$ cat src/rtl/lsm_pkg.sv
package lsm_pkg;
  typedef enum logic [2:0] {
    MODE_UNDEF  = 3'd0,
    MODE_SINGLE = 3'd1,
    MODE_FLAT   = 3'd2,
    MODE_INC    = 3'd3,
    MODE_DEC    = 3'd4
  } lsm_mode_e;

  localparam logic [1:0] PREC_SGL = 2'd0;
  localparam logic [1:0] PREC_DBL = 2'd1;
  localparam logic [1:0] PREC_EXT = 2'd2;

  // mode bits ordered {pre, up, wb}
  function automatic lsm_mode_e decode_puw(input logic [2:0] puw);
    case (puw)
      3'b010:         decode_puw = MODE_FLAT;
      3'b011:         decode_puw = MODE_INC;
      3'b101:         decode_puw = MODE_DEC;
      3'b100, 3'b110: decode_puw = MODE_SINGLE;
      default:        decode_puw = MODE_UNDEF;
    endcase
  endfunction
endpackage

$ cat src/rtl/lsm_decode.sv
module lsm_decode
  import lsm_pkg::*;
#(
  parameter int OFF_W = 8
) (
  input  logic             pre,
  input  logic             up,
  input  logic             wb,
  input  logic [1:0]       prec,
  input  logic [OFF_W-1:0] off,
  output lsm_mode_e        mode,
  output logic [OFF_W-1:0] count
);
  lsm_mode_e raw_mode;
  logic      no_words;

  always_comb begin
    raw_mode = decode_puw({pre, up, wb});
    if (prec == PREC_EXT) begin
      count    = off - OFF_W'(1);
      no_words = (off <= OFF_W'(1));
    end else begin
      count    = off;
      no_words = (off == '0);
    end
    mode = raw_mode;
    if (raw_mode == MODE_FLAT || raw_mode == MODE_INC || raw_mode == MODE_DEC) begin
      if (prec == 2'd3 || no_words) mode = MODE_UNDEF;
    end
  end
endmodule

$ cat src/rtl/lsm_base_calc.sv
module lsm_base_calc
  import lsm_pkg::*;
#(
  parameter int AW    = 32,
  parameter int OFF_W = 8
) (
  input  logic [AW-1:0]    base,
  input  logic             use_pc,
  input  logic [AW-1:0]    pc,
  input  logic [OFF_W-1:0] off,
  input  lsm_mode_e        mode,
  output logic [AW-1:0]    start,
  output logic [AW-1:0]    new_base,
  output logic             writes_back
);
  localparam int SPAN_W = OFF_W + 2;
  logic [AW-1:0] eff;
  logic [AW-1:0] span;

  always_comb begin
    eff  = use_pc ? pc + AW'(8) : base;
    span = AW'({off, 2'b00});
    writes_back = (mode == MODE_INC) || (mode == MODE_DEC);
    if (mode == MODE_DEC) begin
      start    = eff - span;
      new_base = eff - span;
    end else begin
      start    = eff;
      new_base = eff + span;
    end
  end

  initial begin
    if (SPAN_W > AW) $error("address width too small for offset span");
  end
endmodule

$ cat src/rtl/lsm_stream.sv
module lsm_stream #(
  parameter int AW = 32,
  parameter int CW = 8
) (
  input  logic          clk,
  input  logic          rst,
  input  logic          load,
  input  logic [AW-1:0] start,
  input  logic [CW-1:0] count,
  input  logic          wb_en,
  input  logic [AW-1:0] wb_val,
  input  logic          out_ready,
  output logic          out_valid,
  output logic [AW-1:0] out_addr,
  output logic          out_last,
  output logic          out_wb_valid,
  output logic [AW-1:0] out_wb_value
);
  logic [CW-1:0] remain;
  logic          wb_en_q;

  always_ff @(posedge clk) begin
    if (rst) begin
      out_valid    <= 1'b0;
      out_addr     <= '0;
      out_last     <= 1'b0;
      remain       <= '0;
      wb_en_q      <= 1'b0;
      out_wb_value <= '0;
    end else if (load) begin
      out_valid    <= 1'b1;
      out_addr     <= start;
      out_last     <= (count == CW'(1));
      remain       <= count;
      wb_en_q      <= wb_en;
      out_wb_value <= wb_val;
    end else if (out_valid && out_ready) begin
      if (out_last) begin
        out_valid <= 1'b0;
        out_last  <= 1'b0;
      end else begin
        out_addr <= out_addr + AW'(4);
        remain   <= remain - CW'(1);
        out_last <= (remain == CW'(2));
      end
    end
  end

  assign out_wb_valid = out_valid & out_last & wb_en_q;
endmodule

$ cat src/rtl/lsm_addr_gen.sv
module lsm_addr_gen
  import lsm_pkg::*;
#(
  parameter int AW    = 32,
  parameter int OFF_W = 8
) (
  input  logic             clk,
  input  logic             rst,
  input  logic             cmd_valid,
  output logic             cmd_ready,
  input  logic             cmd_pre,
  input  logic             cmd_up,
  input  logic             cmd_wb,
  input  logic [1:0]       cmd_prec,
  input  logic [OFF_W-1:0] cmd_count_field,
  input  logic [AW-1:0]    cmd_base,
  input  logic             cmd_base_is_pc,
  input  logic [AW-1:0]    cmd_instr_addr,
  output logic             addr_valid,
  input  logic             addr_ready,
  output logic [AW-1:0]    addr,
  output logic             addr_last,
  output logic             wb_valid,
  output logic [AW-1:0]    wb_value,
  output logic             bad_encoding,
  output logic             single_xfer
);
  lsm_mode_e        mode;
  logic [OFF_W-1:0] count;
  logic [AW-1:0]    start, new_base;
  logic             writes_back;
  logic             accept, streams;

  lsm_decode #(.OFF_W(OFF_W)) dec_i (
    .pre(cmd_pre), .up(cmd_up), .wb(cmd_wb), .prec(cmd_prec),
    .off(cmd_count_field), .mode(mode), .count(count)
  );

  lsm_base_calc #(.AW(AW), .OFF_W(OFF_W)) base_i (
    .base(cmd_base), .use_pc(cmd_base_is_pc), .pc(cmd_instr_addr),
    .off(cmd_count_field), .mode(mode), .start(start),
    .new_base(new_base), .writes_back(writes_back)
  );

  assign cmd_ready = ~addr_valid;
  assign accept    = cmd_valid & cmd_ready;
  assign streams   = (mode == MODE_FLAT) || (mode == MODE_INC) || (mode == MODE_DEC);

  lsm_stream #(.AW(AW), .CW(OFF_W)) strm_i (
    .clk(clk), .rst(rst), .load(accept & streams), .start(start),
    .count(count), .wb_en(writes_back), .wb_val(new_base),
    .out_ready(addr_ready), .out_valid(addr_valid), .out_addr(addr),
    .out_last(addr_last), .out_wb_valid(wb_valid), .out_wb_value(wb_value)
  );

  always_ff @(posedge clk) begin
    if (rst) begin
      bad_encoding <= 1'b0;
      single_xfer  <= 1'b0;
    end else begin
      bad_encoding <= accept && (mode == MODE_UNDEF);
      single_xfer  <= accept && (mode == MODE_SINGLE);
    end
  end
endmodule

$ cat config.mk
export PLATFORM = sky130hd
export DESIGN_NAME = lsm_addr_gen
export DESIGN_NICKNAME = d
export VERILOG_FILES = /design/src/rtl/lsm_pkg.sv /design/src/rtl/lsm_decode.sv /design/src/rtl/lsm_base_calc.sv /design/src/rtl/lsm_stream.sv /design/src/rtl/lsm_addr_gen.sv
export SDC_FILE = /design/constraint.sdc
export NUM_CORES = 1
export LEC_CHECK = 0
export ABC_AREA = 1
export BUFFER_PORTS_ARGS = -buffer_cell sky130_fd_sc_hd__buf_2
export CAP_MARGIN = 10
export CORE_ASPECT_RATIO = 2
export CORE_MARGIN = 5
export CORE_UTILIZATION = 58
export DETAILED_ROUTE_END_ITERATION = 6
export PLACE_DENSITY = 0.87
export SLEW_MARGIN = 20
export SYNTH_ARGS = -nofsm -noshare
export SYNTH_HDL_FRONTEND = slang
export SYNTH_SLANG_ARGS = --single-unit
$ cat constraint.sdc
create_clock -name clk -period 6.8 [get_ports clk]
set_clock_uncertainty 0.15 [all_clocks]
set_input_delay 0.34 -clock clk [delete_from_list [all_inputs] [get_ports clk]]
set_output_delay 0.34 -clock clk [all_outputs]
set_load 0.02 [all_outputs]
==> flow_summary.yaml <==
outcome:
  status: "finished, violations left"
  failed_checks: "design-rule violations"
sta:
  slew_violations: 0
  hold_viol_final: 0
  period_needed_ns: 4.68
  fmax_mhz: 214
  setup_violations: 0
  worst_pin_slew_ns: 0.923
  tns_ns: 0
  timing.slew.headroom: 0.385
  layout_setup_ws_ns: 2.12
  rsz0062_at_grt: "false"
  finalCritPeriodShare: 0.688
placed_design:
  gp_congestion: 0.964
  portBuffers: 151
  hpwl_um: 19600
  dp_slack_ns: 1.93
routing:
  detail_route.first_pass.iterations: 7
  ant_nets: 0
  drtIter0Drc: 877
  route.detailed.drc: 2
  wl_per_cell_um: 15.5
  via_count: 9300
  routed_wl_um: 25000
  vias_per_cell: 5.75
floorplanning:
  io_pins: 152
  start_util: 0.590
  die_x_um: 91.3
  dieArea_um2: 15700
  fp.dieH_um: 173
  row_count: 59
  fp.coreArea_um2: 13000
final_layout:
  n_antenna_cell: 0
  syn_to_final_growth_pct: 14.2
  n_fill_cell: 1257
  drive_gt1_frac: 0.167
  nNetsFinal: 1567
critical_path:
  crit_arrival_ns: 4.76
  slowest_stage: "buf_2"
  crit_type: "in2reg"
  required_ns: 6.88
  start_kind: "primary input"
  cp_slowest_stage_delay_ns: 0.69
  cp_max_fo: 58
  endpoint_kind: "flip-flop"
  path_cells: "buf_2, inv_1, or2_2, o21ai_0, ha_1, inv_1, fa_1, nand2_1, o21ai_0, a21oi_1, nand3_2, nor2_2, nand2_2, nor2_4, nand2_1, nor2_1, nand2_1, nand3_1, nand2_1, o21ai_1, inv_1"
  crit_top_cell: "nand2_1"
clock_network:
  cts_tree: "built"
  clock-sinks: 77
  cts.path.max_buffers: 2
  clk_pin_slew_ns: 0.07
  cts_buffers: 9
  postCtsSetupBuffers: 0
  cts_hold_buf: 0
  cts_resized: 0
  root_buffer: "clkbuf_16"
  worst_skew_pair.late_latency_ns: 0.35
  htreeDepth: 3
global_route:
  grt.overflow.total: 0
  antenna_found_initial: 0
  use_met3: 0.0217
  grt_usage: 0.308
  grt_pass1_wl_um: 40800
  top_usage_layer: "met2"
  use_met2: 0.540
  grt_max_degree: 96
  grtUsageMet1: 0.358
  first_global_vias: 8763
logic_synthesis:
  synth_top_family_by_area: "simple AND/OR/NAND/NOR gates"
  synth_top_area_cell: "dfxtp_1"
  synth_most_common_cell: "nand2_1"
  synthCells: 1339
  synth_ff_type: "dfxtp_1"
  synthAdderAreaFrac: 0.0428
  yosysWarnings: 0
  synth_area_um2: 7660
  async_flop_share: 0
  synth-edff-count: 0
  synth_seq_cells: 77
  yosysSeqAreaShare: 0.201
  synthTopCellsByCount: "359 x nand2_1, 171 x inv_1, 141 x nor2_1"
  avgSynthCellArea_um2: 5.72
  synth.distinct_cells: 49
  yosys.area_share.simple: 0.422
  synth_mux_area_frac: 0.00131
  synthXorXnorAreaFrac: 0.0400
  synth-compound-area-share: 0.181
  syn-num-nets: 1446
  synth_top_area_share: 0.201
  synth_area_leaders: "dfxtp_1 20%, nand2_1 18%, inv_1 8.4%"
min_path:
  hp-class: "in2reg"
run:
  drv_cap: 0
pwr:
  leakage_uw: 0.00441
  power_density_nw_per_um2: 168
  totalPowerFinal_uw: 1470
  ir_drop_mv: 0.192
-- flip-flops by register name, summed over array words and instances (netlist names) --
signal	count
single_xfer	1
strm_i.out_last	1
bad_encoding	1
strm_i.remain	8
strm_i.out_addr	32
strm_i.out_wb_value	32
strm_i.out_valid	1
strm_i.wb_en_q	1
-- kinds of logic (layout without fill, tap and decap cells) --
kind of cell               Yosys count  after routing
DFF                                 77             77
xor gates and xnor gates            35             35
AOI/OAI and AO/OA                  244            244
and+or+nand+nor                    733            733
muxes                                1              1
buffers and inverters              224            350
adders and majority gates           25             25
-- path summary, 6_finish.rpt --
kind              slack, ns             endpoint  depth (start not counted)          startpoint
setup / recovery       2.12  strm_i.out_addr[28]                         21      cmd_base_is_pc
hold / removal         0.12     strm_i.out_valid                          4          addr_ready
setup reg to reg       3.76  strm_i.out_addr[26]                         12  strm_i.out_addr[2]
hold reg to reg        0.32   strm_i.out_addr[0]                          2  strm_i.out_addr[0]
-- metal layers --
layer / share of wire / routed length, um / vias up
met5: 0 / 0 / -
met4: 0.057 / 1430 / 0
met3: 0.057 / 1420 / 93
met2: 0.50 / 12400 / 411
met1: 0.39 / 9720 / 4186
li1: - / - / 4610
-- worst max-delay path: cells and delay by family --
kind / cells / cell delay, ns
AND/OR/NAND/NOR: 11 / 1.56
buffers and inverters: 4 / 1.45
AO/OA/AOI/OAI: 4 / 0.80
adder cells (fa/ha/maj): 2 / 0.59
-- power by group --
group	total (uW)	internal [uW]	leakage, uW	switching (uW)
combinational	472	156	0.00364	316
clock	477	257	0.000144	220
sequential	519	485	0.000630	34.0
-- layout make-up --
type                       count  area, um^2  share of cell area
sequential                    77        1540               0.176
timing repair buffer         156         793              0.0907
clock inverter                 7        66.3             0.00758
tap                          152         190              0.0217
multi-input combinational   1038        5260               0.602
clock buffer                   9         225              0.0257
inverter                     178         668              0.0764
-- metrics by stage --
| step | instances | hold slack (ns) | utilization | cell area, um^2 |
|---|---|---|---|---|
| after floorplan | 1339 | 0.330 | - | 7660 |
| after global placement | 1601 | 0.301 | 0.651 | 8460 |
| after detailed placement | 1601 | 0.305 | 0.651 | 8460 |
| after CTS | 1617 | 0.114 | 0.673 | 8750 |
| after global routing | 1617 | 0.144 | 0.673 | 8750 |
| final | 1617 | 0.123 | 0.673 | 8750 |
-- layout by cell type (no fill, tap or decap), drive strengths merged, types with 6 or more instances in the layout --
master	count
clkbuf	9
nand2	375
inv	182
buf	156
a31oi	12
ha	23
o21a	12
xor2	28
nand3	119
dfxtp	77
nor2	162
o21ai	116
nor4	6
o21bai	8
o221ai	8
nor3	25
nand4	23
xnor2	7
or2	19
a21oi	63
o211ai	12
(Power assumes the default switching activity.)
